**config.mk**
```make
export PLATFORM = sky130hd
export DESIGN_NAME = fcbp_trigger
export DESIGN_NICKNAME = d
export VERILOG_FILES = /design/src/rtl/fcbp_pkg.sv /design/src/rtl/fcbp_thresh_regs.sv /design/src/rtl/fcbp_pause_ctrl.sv /design/src/rtl/fcbp_halfdup_ctrl.sv /design/src/rtl/fcbp_trigger.sv
export SDC_FILE = /design/constraint.sdc
export NUM_CORES = 1
export LEC_CHECK = 0
export BUFFER_PORTS_ARGS = -buffer_cell sky130_fd_sc_hd__buf_4
export CAP_MARGIN = 30
export CORE_UTILIZATION = 53
export DETAILED_ROUTE_END_ITERATION = 8
export PLACE_DENSITY_LB_ADDON = 0.2
export SLEW_MARGIN = 5
export SYNTH_ARGS = -nofsm -noshare
export SYNTH_HDL_FRONTEND = slang
export SYNTH_SLANG_ARGS = --single-unit
```
**constraint.sdc**
```tcl
create_clock -name clk -period 4.7 [get_ports clk]
set_input_delay 0.705 -clock clk [delete_from_list [all_inputs] [get_ports clk]]
set_output_delay 0.705 -clock clk [all_outputs]
set_load 0.02 [all_outputs]
```
**src/rtl/fcbp_pkg.sv**
```systemverilog
package fcbp_pkg;
  localparam int DEF_XOFF_LEVEL = 'h40;
  localparam int DEF_XON_LEVEL  = 'h1C;
  localparam int PAUSE_FULL     = 'hFFFF;
endpackage

```
**src/rtl/fcbp_thresh_regs.sv**
```systemverilog
module fcbp_thresh_regs #(
  parameter int OCC_W = 12,
  parameter logic [OCC_W-1:0] HI_RST = OCC_W'(fcbp_pkg::DEF_XOFF_LEVEL),
  parameter logic [OCC_W-1:0] LO_RST = OCC_W'(fcbp_pkg::DEF_XON_LEVEL)
) (
  input  logic             clk,
  input  logic             rst,
  input  logic             cfg_wr,
  input  logic [OCC_W-1:0] cfg_hi,
  input  logic [OCC_W-1:0] cfg_lo,
  output logic [OCC_W-1:0] th_hi,
  output logic [OCC_W-1:0] th_lo
);
  always_ff @(posedge clk) begin
    if (rst) begin
      th_hi <= HI_RST;
      th_lo <= LO_RST;
    end else if (cfg_wr) begin
      th_hi <= cfg_hi;
      th_lo <= cfg_lo;
    end
  end

  // programmed levels appear on the next cycle
  assert_cfg_load_R10: assert property (@(posedge clk) disable iff (rst)
    cfg_wr |=> (th_hi == $past(cfg_hi)) && (th_lo == $past(cfg_lo)));
endmodule

```
**src/rtl/fcbp_pause_ctrl.sv**
```systemverilog
module fcbp_pause_ctrl #(
  parameter int OCC_W = 12,
  parameter int PT_W  = 16
) (
  input  logic             clk,
  input  logic             rst,
  input  logic             full_duplex,
  input  logic             pause_en,
  input  logic [OCC_W-1:0] occupancy,
  input  logic [OCC_W-1:0] th_hi,
  input  logic [OCC_W-1:0] th_lo,
  input  logic             pause_ack,
  output logic             pause_req,
  output logic [PT_W-1:0]  pause_time
);
  localparam logic [PT_W-1:0] PT_MAX = PT_W'(fcbp_pkg::PAUSE_FULL);

  logic duplex_q;
  logic xoff_q;
  logic mode_chg;
  logic active;

  assign mode_chg = (full_duplex != duplex_q);
  assign active   = full_duplex & pause_en;

  always_ff @(posedge clk) begin
    if (rst) begin
      duplex_q   <= full_duplex;
      xoff_q     <= 1'b0;
      pause_req  <= 1'b0;
      pause_time <= '0;
    end else begin
      duplex_q <= full_duplex;
      if (mode_chg || !active) begin
        xoff_q    <= 1'b0;
        pause_req <= 1'b0;
      end else if (pause_req) begin
        if (pause_ack) pause_req <= 1'b0;
      end else if (!xoff_q && (occupancy >= th_hi)) begin
        pause_req  <= 1'b1;
        pause_time <= PT_MAX;
        xoff_q     <= 1'b1;
      end else if (xoff_q && (occupancy <= th_lo)) begin
        pause_req  <= 1'b1;
        pause_time <= '0;
        xoff_q     <= 1'b0;
      end
    end
  end

  // request held, value frozen, until acknowledged
  assert_pause_hold_R5: assert property (@(posedge clk) disable iff (rst)
    (pause_req && !pause_ack && active && !mode_chg) |=> (pause_req && $stable(pause_time)));
  // a fresh request carries the full value exactly when XOFF was entered
  assert_pause_value_R2: assert property (@(posedge clk) disable iff (rst)
    $rose(pause_req) |-> ((pause_time == PT_MAX) == xoff_q));
  // nothing requested outside enabled full duplex
  assert_pause_gate_R11: assert property (@(posedge clk) disable iff (rst)
    (!active || mode_chg) |=> !pause_req);
endmodule

```
**src/rtl/fcbp_halfdup_ctrl.sv**
```systemverilog
module fcbp_halfdup_ctrl #(
  parameter int OCC_W = 12
) (
  input  logic             clk,
  input  logic             rst,
  input  logic             full_duplex,
  input  logic             bp_en,
  input  logic [OCC_W-1:0] occupancy,
  input  logic [OCC_W-1:0] th_hi,
  input  logic             buf_free,
  input  logic             frame_start,
  input  logic             coll_in,
  output logic             jam_req,
  output logic             drop_frame,
  output logic             coll_out
);
  logic bp_mode;
  assign bp_mode = !full_duplex && bp_en;

  always_ff @(posedge clk) begin
    if (rst) begin
      jam_req    <= 1'b0;
      drop_frame <= 1'b0;
      coll_out   <= 1'b0;
    end else begin
      jam_req    <= bp_mode && frame_start && (occupancy >= th_hi);
      drop_frame <= frame_start && !buf_free && !bp_mode;
      coll_out   <= coll_in && !full_duplex;
    end
  end

  // jam is never requested in full duplex
  assert_no_jam_full_R7: assert property (@(posedge clk) disable iff (rst)
    full_duplex |=> !jam_req);
  // collisions masked in full duplex
  assert_coll_mask_R9: assert property (@(posedge clk) disable iff (rst)
    full_duplex |=> !coll_out);
  // a frame is never both jammed and dropped
  assert_jam_drop_excl_R8: assert property (@(posedge clk) disable iff (rst)
    !(jam_req && drop_frame));
  // jam lasts one cycle per start pulse
  assert_jam_pulse_R7: assert property (@(posedge clk) disable iff (rst)
    (jam_req && !frame_start) |=> !jam_req);
endmodule

```
**src/rtl/fcbp_trigger.sv**
```systemverilog
module fcbp_trigger #(
  parameter int OCC_W = 12,
  parameter int PT_W  = 16,
  parameter logic [OCC_W-1:0] HI_RST = OCC_W'(fcbp_pkg::DEF_XOFF_LEVEL),
  parameter logic [OCC_W-1:0] LO_RST = OCC_W'(fcbp_pkg::DEF_XON_LEVEL)
) (
  input  logic             clk,
  input  logic             rst,
  input  logic             full_duplex,
  input  logic             pause_en,
  input  logic             bp_en,
  input  logic             cfg_wr,
  input  logic [OCC_W-1:0] cfg_hi,
  input  logic [OCC_W-1:0] cfg_lo,
  input  logic [OCC_W-1:0] occupancy,
  input  logic             buf_free,
  input  logic             frame_start,
  input  logic             coll_in,
  input  logic             pause_ack,
  output logic             pause_req,
  output logic [PT_W-1:0]  pause_time,
  output logic             jam_req,
  output logic             drop_frame,
  output logic             coll_out
);
  logic [OCC_W-1:0] th_hi;
  logic [OCC_W-1:0] th_lo;

  fcbp_thresh_regs #(.OCC_W(OCC_W), .HI_RST(HI_RST), .LO_RST(LO_RST)) u_thr (
    .clk(clk), .rst(rst), .cfg_wr(cfg_wr), .cfg_hi(cfg_hi), .cfg_lo(cfg_lo),
    .th_hi(th_hi), .th_lo(th_lo)
  );

  fcbp_pause_ctrl #(.OCC_W(OCC_W), .PT_W(PT_W)) u_pause (
    .clk(clk), .rst(rst), .full_duplex(full_duplex), .pause_en(pause_en),
    .occupancy(occupancy), .th_hi(th_hi), .th_lo(th_lo), .pause_ack(pause_ack),
    .pause_req(pause_req), .pause_time(pause_time)
  );

  fcbp_halfdup_ctrl #(.OCC_W(OCC_W)) u_half (
    .clk(clk), .rst(rst), .full_duplex(full_duplex), .bp_en(bp_en),
    .occupancy(occupancy), .th_hi(th_hi), .buf_free(buf_free),
    .frame_start(frame_start), .coll_in(coll_in), .jam_req(jam_req),
    .drop_frame(drop_frame), .coll_out(coll_out)
  );

  // outputs quiet on the first cycle after reset
  assert_reset_quiet_R1: assert property (@(posedge clk)
    $past(rst) |-> (!pause_req && !jam_req && !drop_frame && !coll_out));
endmodule

```
==> Yosys cells after proc, flatten, opt, wreduce, memory -nomap -nowiden <==
Cells that the tools add are included.
{ "op_classes": {"addsub": 0, "multipliers": 0, "n_div": 0, "magnitude_cmp": 2, "eq_ne": 1, "shift": 0, "mux": 8, "n_bitwise": 3, "n_reduce_logical": 18} }
{ "ops": {"columns": ["operator", "count"], "rows": [
  ["$mux 16", 2],
  ["$ge 12x12->1", 1],
  ["$le 12x12->1", 1],
  ["$logic_and 1x1->1", 8],
  ["$mux 1", 6],
  ["$logic_not 1->1", 5],
  ["$reduce_and 3->1", 1],
  ["$not 1->1", 2],
  ["$reduce_and 2->1", 1],
  ["$reduce_bool 2->1", 1],
  ["$reduce_or 2->1", 1],
  ["$and 1x1->1", 1],
  ["$logic_or 1x1->1", 1],
  ["$ne 1x1->1", 1]
]} }
{ "word_totals": {"regBits": 46, "latch_bits": 0, "ramBits": 0, "mem_bits_ro": 0, "input_bits": 46, "out_inout_bits": 20, "word_cells": 41, "n_memories": 0} }

==> Logic depth before layout (Yosys ltp) <==
Gate-level depths: netlist of run 1.
{ "logic_depth": {"depth_word": 5, "ltp_mapped": 8, "depth_no_buf": 8} }

==> By module <==
From an unflattened synthesis of run 1, not the netlist that was laid out.
{ "hier_totals": {"cells_unflattened": 241, "hier_area_um2": 2164.6} }
{ "modules_own_cells": {"columns": ["mod", "n_inst", "cells_per_inst", "area_per_inst_um2", "seq_area_each_um2"], "rows": [
  ["fcbp_thresh_regs", 1, 77, 875.8, 480.5],
  ["fcbp_pause_ctrl", 1, 115, 872.1, 80.1],
  ["fcbp_halfdup_ctrl", 1, 49, 416.6, 60.1]
]} }

==> Least setup slack after synthesis of run 1 <==
No wires, ideal clock.
{ "synth_timing": {"path_type": "in2reg", "start": "in occupancy[11]", "end": "reg u_pause.pause_time[14]", "setup_time_ps": 124, "arrival_ps": 1967, "required_time_ps": 4576, "slack_ps": 2608, "path_stages": 7, "n_path_buf": 0, "path_cell_list": "ha_1 -> a21oi_2 -> o21ai_1 -> a2111o_1 -> o21ai_2 -> and4bb_1 -> o32ai_1"} }
{ "synth_between": {"elab_chain_cells": 4, "word_cells_on_any_way": 7, "classes_between": "2 x order compare; 1 x mux; 4 x reduce/logical"} }
{ "synth_rtl": {"columns": ["item", "line_no", "text"], "rows": [
  ["start: declaration", "fcbp_trigger.sv:15", "input logic [OCC_W-1:0] occupancy,"],
  ["$le 12x12->1 / $ge 12x12->1 (equally long branches)", "fcbp_pause_ctrl.sv:43, fcbp_pause_ctrl.sv:39", null],
  ["$logic_and 1x1->1, on equally long branches", "fcbp_pause_ctrl.sv:43, fcbp_pause_ctrl.sv:39", null],
  ["$reduce_bool 2->1 (no line)", null, null],
  ["$reduce_and 3->1 (no line)", null, null],
  ["end signal: assignment", "fcbp_pause_ctrl.sv:31", "pause_time <= '0;"],
  ["end signal: assignment", "fcbp_pause_ctrl.sv:41", "pause_time <= PT_MAX;"],
  ["end signal: assignment", "fcbp_pause_ctrl.sv:45", "pause_time <= '0;"],
  ["end: declaration", "fcbp_pause_ctrl.sv:14", "output logic [PT_W-1:0] pause_time"]
]} }
Parallel ways exist; a longest one is shown, timed or not.
A chain may end at the register's enable or synchronous reset.

==> Final worst setup path of run 1 <==
Same ends and word-level chain as after synthesis.

==> results of run 1 <==
path summary, 6_finish.rpt:
kind / cells past startpoint / start / to / slack [ps]
worst max-delay path: 8 / occupancy[11] / u_pause.pause_time[14] / 2760
worst min-delay path: 1 / full_duplex / u_pause.duplex_q / 500
worst max register to register: 8 / u_thr.th_lo[11] / u_pause.pause_time[14] / 2870
worst min register to register: 2 / u_thr.th_lo[3] / u_thr.th_lo[3] / 500
sequential cells by signal (all words and copies together), names as in the netlist:
register            flops
u_thr.th_hi            12
u_thr.th_lo            12
u_half.coll_out         1
u_half.drop_frame       1
u_half.jam_req          1
u_pause.duplex_q        1
u_pause.pause_req       1
u_pause.pause_time      1
u_pause.xoff_q          1
per-layer routing:
metal	share of wire [%]	vias up	global-route usage (%)	routed length (um)
met5	0	-	0	0
met1	48	646	26.3	1640
met2	43	48	34.1	1490
met4	1.3	0	11.0	44
li1	-	767	-	-
met3	7.3	7	5.63	250
where the power goes:
part	switching, mW	total (mW)	internal [mW]
Clock	0.0873	0.175	0.0879
Sequential	0.00846	0.286	0.277
Combinational	0.0668	0.138	0.0709
Total	0.163	0.599	0.436
worst max-delay path: stages:
cell      delay, ps
buf_4           120
ha_1            330
a21oi_2         160
o21ai_1          70
a2111o_1        350
o21ai_2         160
and4bb_1        200
o32ai_1          70
logic make-up (layout without fill, tap and decap cells):
family                     after synthesis  in the layout  share of synthesized area (%)
and+or+nand+nor                         50             50                           13.1
buffers and inverters                   46             99                           13.0
adders and majority gates               24             24                           16.8
AOI/OAI and AO/OA                       29             29                           11.1
muxes                                   20             20                           11.2
DFF                                     31             31                           34.7
cells in the mapped netlist, drive strengths merged (2+ instances only):
master / number / area (um^2)
a21oi: 10 / 57.6
nand2: 11 / 41.3
inv: 26 / 97.6
o21ai: 5 / 28.8
nand2b: 2 / 12.5
o211ai: 7 / 52.6
nor2b: 3 / 18.8
mux2i: 20 / 200
clkbuf: 2 / 7.51
nor2: 24 / 90.1
buf: 18 / 128
a21o: 2 / 15.0
ha: 24 / 300
nand4: 4 / 25.0
dfxtp: 31 / 621
stage by stage:
step                hold WS, ps  utilization, %  setup WS (ps)  std cells  total power [mW]
floorplan                   459               -           2610        200             0.379
global placement            473            70.2           2430        289             0.426
detailed placement          482            70.2           2410        289             0.430
finish                      499            72.4           2760        297             0.599
CTS                         487            72.4           2770        297             0.604
global route                486            72.4           2640        297             0.635
cell type report:
type	instances	share of cell area [%]
inverters	26	4.31
clock buffers	8	3.04
well taps	44	2.43
multi-input cells	123	41.2
repair buffers	65	21.6
flip-flops and latches	31	27.4
==> impl_metrics.sql, run 1 <==
INSERT INTO impl_metrics (metric_group, metric, value, unit) VALUES
('clocking', 'post_cts_resize_count', '0', ''),
('clocking', 'clock_sink_count', '31', ''),
('timing', 'skew', '2.74', 'ps'),
('timing', 'maxClockFrequency', '515', 'MHz'),
('clocking', 'tritoncts', 'done', ''),
('clocking', 'cts_max_path_buffers', '2', ''),
('pwr', 'powerDensity', '264', 'nW/um^2'),
('timing', 'post-route-min-period', '1940', 'ps'),
('worst_setup_path', 'crit_fanout', '3', ''),
('logic_synthesis', 'synth_async_sr_flop_share', '0', '%'),
('die', 'chipHeight', '60.1', 'um'),
('timing', 'slew_viol_final', '0', ''),
('final_layout', 'most_frequent_standard_cell_in_the_layout_excluding_fill_and_tap_cells', 'buf_4', ''),
('logic_synthesis', 'postSynthAreaPerCell', '8.93', 'um^2'),
('final_layout', 'syn2layout_area_growth', '26.7', '%'),
('worst_setup_path', 'crit_arrival', '2160', 'ps'),
('global_route', 'grt_overflow_total', '0', ''),
('placement', 'detailed_place_hpwl', '2.67', 'mm'),
('die', 'placeableCoreArea', '3130', 'um^2'),
('routing', 'vias', '1468', ''),
('placement', 'gp_congestion', '0.748', ''),
('final_layout', 'antennaDiodeCount', '0', ''),
('clocking', 'cts_inserted_buffers', '5', ''),
('global_route', 'number_of_antenna_violations_at_the_first_check_in_global_routing', '0', ''),
('die', 'initial_utilization', '57.1', '%'),
('timing', 'report.final.hold_viol_count', '0', ''),
('die', 'die_x', '60.1', 'um'),
('routing', 'post_drt_wl_per_cell', '11.5', 'um'),
('worst_setup_path', 'worst_ep_required_time', '4920', 'ps'),
('die', 'number_of_core_rows', '20', ''),
('die', 'io_pins', '66', ''),
('timing', 'setup_total_negative_slack', '0', 'ps'),
('routing', 'detail-route-antenna-nets', '0', ''),
('timing', 'grt_setup_unrepaired', 'no', ''),
('final_layout', 'leading_cell_types_in_the_layout_fill_and_taps_excluded', 'buf_4 (65), dfxtp_1 (31), inv_1 (26)', ''),
('placement', 'port_buffers', '65', ''),
('final_layout', 'design.final.nets', '322', ''),
('timing', 'tightest_slew', '465', 'ps'),
('clocking', 'clock_latency', '330', 'ps'),
('global_route', 'grt_first_pass_wirelength', '5.60', 'mm'),
('global_route', 'grt_usage', '21.4', '%'),
('routing', 'postRouteWirelength', '3.42', 'mm'),
('clocking', 'root_buffer', 'clkbuf_4', ''),
('final_layout', 'final_cell_area', '2260', 'um^2'),
('pwr', 'vdd_drop_max', '0.161', 'mV'),
('logic_synthesis', 'synth_warnings', '0', ''),
('final_layout', 'layout-drive-gt1-share', '30.0', '%'),
('placement', 'placed_area', '2190', 'um^2'),
('final_layout', 'num-fill-cells', '257', ''),
('routing', 'drcViolationCount', '0', ''),
('logic_synthesis', 'synth_edf_count', '0', ''),
('routing', 'drt_iter0_drc', '43', ''),
('worst_setup_path', 'start_kind', 'input pin', ''),
('logic_synthesis', 'sequential_fraction_of_the_synthesis_area', '34.7', '%'),
('logic_synthesis', 'syn_inst', '200', ''),
('clocking', 'cts_hold_repair.buffers', '0', ''),
('logic_synthesis', 'synth_ff_type', 'dfxtp_1', ''),
('run_status', 'outcome', 'finished, final reports clean', ''),
('routing', 'detail_route.first_pass.iterations', '4', ''),
('clocking', 'cts_htree_levels', '2', ''),
('final_layout', 'register_area', '621', 'um^2'),
('worst_setup_path', 'critical_path_sink_type', 'register', ''),
('global_route', 'first_global_vias', '1331', ''),
('logic_synthesis', 'yosys_register_bits', '31', ''),
('timing', 'setup_viol_count_final', '0', ''),
('logic_synthesis', 'mappedNetlistArea', '1790', 'um^2'),
('final_layout', 'multiInputGateArea', '933', 'um^2'),
('clocking', 'number_of_buffers_inserted_by_post_cts_setup_repair', '0', ''),
('clocking', 'clk_pin_slew', '90', 'ps'),
('timing', 'post-route-period-util', '41.3', '%'),
('timing', 'slew_headroom', '68.9', '%'),
('logic_synthesis', 'post_synth_num_cell_types', '30', ''),
('die', 'dieArea', '3610', 'um^2'),
('pwr', 'leakagePower', '1.13', 'nW'),
('worst_setup_path', 'crit_type', 'in -> reg', ''),
('routing', 'post_drt_via_cell_ratio', '4.94', ''),
('flow_run', 'maxCapViolations', '0', ''),
('min_path', 'worstHoldPathType', 'in -> reg', ''),
('logic_synthesis', 'syn_nets', '270', ''),
('global_route', 'grt_max_degree', '29', '');
No activity file was read; power rests on OpenSTA's default activity.
==> run 2: changes to the inputs <==
ABC_AREA = 1   (was not set)
CORE_UTILIZATION = 45   (was 53)
clock period = 1.7 ns   (was 4.7 ns; I/O delays follow)
==> run 2 against run 1 <==
  * Register-to-register slack got worse by 2700 ps
  * Clock skew rose by 2.7 ps
  * Setup slack got worse by 2600 ps
  * Hold slack got worse by 380 ps
  * Power rose to 3.3 times the previous value
  * Critical path type is now reg -> reg
  * Sequential cell count did not move
  * Combinational power rose to 3.3 times the previous value
  * Clock-buffer cell count fell by 2
  * Critical path depth rose by 6
  * Cell count rose by 16%
==> impl_metrics.sql, run 2 <==
INSERT INTO impl_metrics (metric_group, metric, value, unit) VALUES
('logic_synthesis', 'yosys_register_bits', '31', ''),
('logic_synthesis', 'synthTopCellsByCount', 'inv_1 (40), nand2_1 (37), dfxtp_1 (31), a21oi_1 (30)', ''),
('placement', 'port_buffers', '65', ''),
('clocking', 'root_buffer', 'clkbuf_8', ''),
('final_layout', 'layout-drive-gt1-share', '32.7', '%'),
('worst_setup_path', 'crit_top_cell', 'nand2_1', ''),
('worst_setup_path', 'critical_path_sink_type', 'register', ''),
('timing', 'setup_total_negative_slack', '0', 'ps'),
('global_route', 'grt_max_degree', '33', ''),
('worst_setup_path', 'crit_type', 'reg -> reg', ''),
('routing', 'detail-route-antenna-nets', '0', ''),
('routing', 'vias', '1637', ''),
('timing', 'post-route-period-util', '92.5', '%'),
('final_layout', 'most_frequent_standard_cell_in_the_layout_excluding_fill_and_tap_cells', 'buf_4', ''),
('worst_setup_path', 'crit_arrival', '1800', 'ps'),
('die', 'initial_utilization', '48.6', '%'),
('pwr', 'power.switching', '0.532', 'mW'),
('timing', 'report.final.hold_viol_count', '0', ''),
('timing', 'slew_headroom', '68.7', '%'),
('logic_synthesis', 'sequential_fraction_of_the_synthesis_area', '33.9', '%'),
('final_layout', 'leading_cell_types_in_the_layout_fill_and_taps_excluded', 'buf_4 (67), inv_1 (40), nand2_1 (37)', ''),
('logic_synthesis', 'synth_ff_type', 'dfxtp_1', ''),
('logic_synthesis', 'post_synth_num_cell_types', '22', ''),
('timing', 'maxClockFrequency', '636', 'MHz'),
('timing', 'setup_viol_count_final', '0', ''),
('global_route', 'first_global_vias', '1384', ''),
('final_layout', 'layout.cells.non_filler', '345', ''),
('worst_setup_path', 'ff2ff_setup_slack', '130', 'ps'),
('clocking', 'cts_htree_levels', '2', ''),
('pwr', 'internal_power', '1.46', 'mW'),
('logic_synthesis', 'syn_inst', '243', ''),
('routing', 'postRouteWirelength', '3.65', 'mm'),
('pwr', 'powerDensity', '816', 'nW/um^2'),
('global_route', 'grt_usage', '17.7', '%'),
('routing', 'drt_iter0_drc', '28', ''),
('logic_synthesis', 'synth_warnings', '0', ''),
('logic_synthesis', 'syn_nets', '313', ''),
('logic_synthesis', 'synth_top_area_share', '33.9', '%'),
('min_path', 'hold_depth', '1', ''),
('final_layout', 'antennaDiodeCount', '0', ''),
('pwr', 'vdd_drop_max', '0.571', 'mV'),
('final_layout', 'syn2layout_area_growth', '33.5', '%'),
('routing', 'post_drt_wl_per_cell', '10.6', 'um'),
('routing', 'detail_route.first_pass.iterations', '4', ''),
('logic_synthesis', 'synth.most_common_cell', 'inv_1', ''),
('die', 'die_x', '65.8', 'um'),
('clocking', 'cts_hold_repair.buffers', '0', ''),
('pwr', 'power.clock.fraction', '37.7', '%'),
('timing', 'holdWs', '114', 'ps'),
('die', 'dieArea', '4330', 'um^2'),
('final_layout', 'design.final.nets', '366', ''),
('run_status', 'outcome', 'finished, final reports clean', ''),
('worst_setup_path', 'start_kind', 'register', ''),
('clocking', 'clk_pin_slew', '70', 'ps'),
('clocking', 'clock_latency', '280', 'ps'),
('logic_synthesis', 'post-synth-top-area-cell', 'dfxtp_1', ''),
('pwr', 'swShare', '26.7', '%'),
('clocking', 'clock_sink_count', '31', ''),
('clocking', 'cts_inserted_buffers', '5', ''),
('placement', 'gp_congestion', '0.824', ''),
('global_route', 'grt_first_pass_wirelength', '5.76', 'mm'),
('worst_setup_path', 'crit_slowest_cell', 'ha_1', ''),
('worst_setup_path', 'worstRegToRegCells', '14', ''),
('final_layout', 'layout_top_registers', 'u_thr.th_hi (12), u_thr.th_lo (12)', ''),
('timing', 'skew', '5.40', 'ps'),
('placement', 'detailed_place_hpwl', '2.84', 'mm'),
('pwr', 'power_frac_seq', '39.5', '%'),
('worst_setup_path', 'crit_fanout', '2', ''),
('routing', 'drcViolationCount', '0', ''),
('die', 'number_of_core_rows', '22', ''),
('clocking', 'post_cts_resize_count', '0', ''),
('clocking', 'cts_max_path_buffers', '2', ''),
('logic_synthesis', 'postSynthAreaPerCell', '7.54', 'um^2'),
('routing', 'post_drt_via_cell_ratio', '4.74', ''),
('logic_synthesis', 'synth_async_sr_flop_share', '0', '%'),
('min_path', 'worstHoldPathType', 'in -> reg', ''),
('timing', 'post-route-min-period', '1570', 'ps'),
('clocking', 'number_of_buffers_inserted_by_post_cts_setup_repair', '0', ''),
('flow_run', 'maxCapViolations', '0', ''),
('pwr', 'comb_power_share', '22.8', '%'),
('global_route', 'number_of_antenna_violations_at_the_first_check_in_global_routing', '0', ''),
('logic_synthesis', 'synth_edf_count', '0', ''),
('logic_synthesis', 'synthTopCellsByArea', 'dfxtp_1 (34%), ha_1 (16%), a21oi_1 (8.2%)', ''),
('placement', 'placed_cells', '337', ''),
('die', 'placeableCoreArea', '3770', 'um^2'),
('worst_setup_path', 'worst_ep_required_time', '1920', 'ps'),
('worst_setup_path', 'cp_cell_instances', 'inv_1 > ha_1 > nand2_1 > nand2_1 > nand2_1 > nand2_1 > nand2_1 > nand3_1 > nand2_1 > nand2_1 > nand2_2 > nand2_1 > nand2_1 > a21oi_2', ''),
('global_route', 'grt_overflow_total', '0', ''),
('clocking', 'tritoncts', 'done', ''),
('pwr', 'leakagePower', '1.26', 'nW'),
('logic_synthesis', 'mappedNetlistArea', '1830', 'um^2'),
('timing', 'tightest_slew', '469', 'ps'),
('timing', 'slew_viol_final', '0', ''),
('die', 'chipHeight', '65.8', 'um'),
('worst_setup_path', 'critical-path-max-stage-delay', '330', 'ps'),
('die', 'io_pins', '66', '');
==> run 2: cell count changes after synthesis, sizes merged, moves of 4 or more <==
| cell | delta |
|---|---|
| o211ai | -7 |
| a21oi | +22 |
| nand2 | +30 |
| inv | +18 |
| clkbuf | +4 |
| mux2i | -20 |
| nand3 | +4 |
| o21ai | +20 |
| nor2 | -12 |
==> run 2: worst paths after layout <==
path | from | end
setup / recovery | u_thr.th_lo[5] | u_pause.pause_time[14]
hold / removal | full_duplex | u_pause.duplex_q
setup reg to reg | u_thr.th_lo[5] | u_pause.pause_time[14]
hold reg to reg | u_thr.th_hi[4] | u_thr.th_hi[4]
==> run 2: per-stage QoR <==
step	worst slack, ps	instance area (um^2)	total power [mW]	util (%)
final	127	2440	1.99	64.8
after global routing	-17.9	2440	2.11	64.8
after CTS	132	2390	2.00	63.4
after detailed placement	103	2270	1.24	60.3
after global placement	121	2270	1.23	60.3
after floorplan	287	1830	1.09	-
==> run 2: critical path: cells and delay by family (launching register included) <==
family | cells | cell delay, ps
compound gates | 1 | 140
fa+ha+maj | 1 | 330
buf+inv | 1 | 50
flops | 1 | 310
simple gates | 11 | 700
==> run 2: power by group through the flow <==
| stage | Combinational [mW] | Sequential [mW] | Clock (mW) |
|---|---|---|---|
| 3_3_place_gp | 0.425 | 0.803 | 0 |
| 3_5_place_dp | 0.434 | 0.805 | 0 |
| 6_report | 0.454 | 0.788 | 0.752 |
| 5_1_grt | 0.520 | 0.793 | 0.797 |
| 4_1_cts | 0.436 | 0.788 | 0.772 |
| 2_1_floorplan | 0.279 | 0.807 | 0 |
==> run 2: layout make-up <==
cell class                      instances  area (um^2)
Timing Repair Buffer                   68          523
Multi-Input combinational cell        146          958
Clock inverter                          2         35.0
Sequential cell                        31          621
Clock buffer                            6         82.6
Fill cell                             346         1330
Inverter                               44          165
Tap cell                               48         60.1
==> run 2: logic make-up after synthesis <==
family / synth area share, %
buf+inv: 16.7
simple gates: 16.7
compound gates: 16.4
flops: 33.9
fa+ha+maj: 16.4
==> run 2: layer usage <==
layer,global-route usage [%],routed length [um],up-vias
met5,0,0,-
met4,7.34,56,0
met3,5.34,249,6
met2,28.2,1640,49
met1,21.9,1710,708
li1,-,-,874
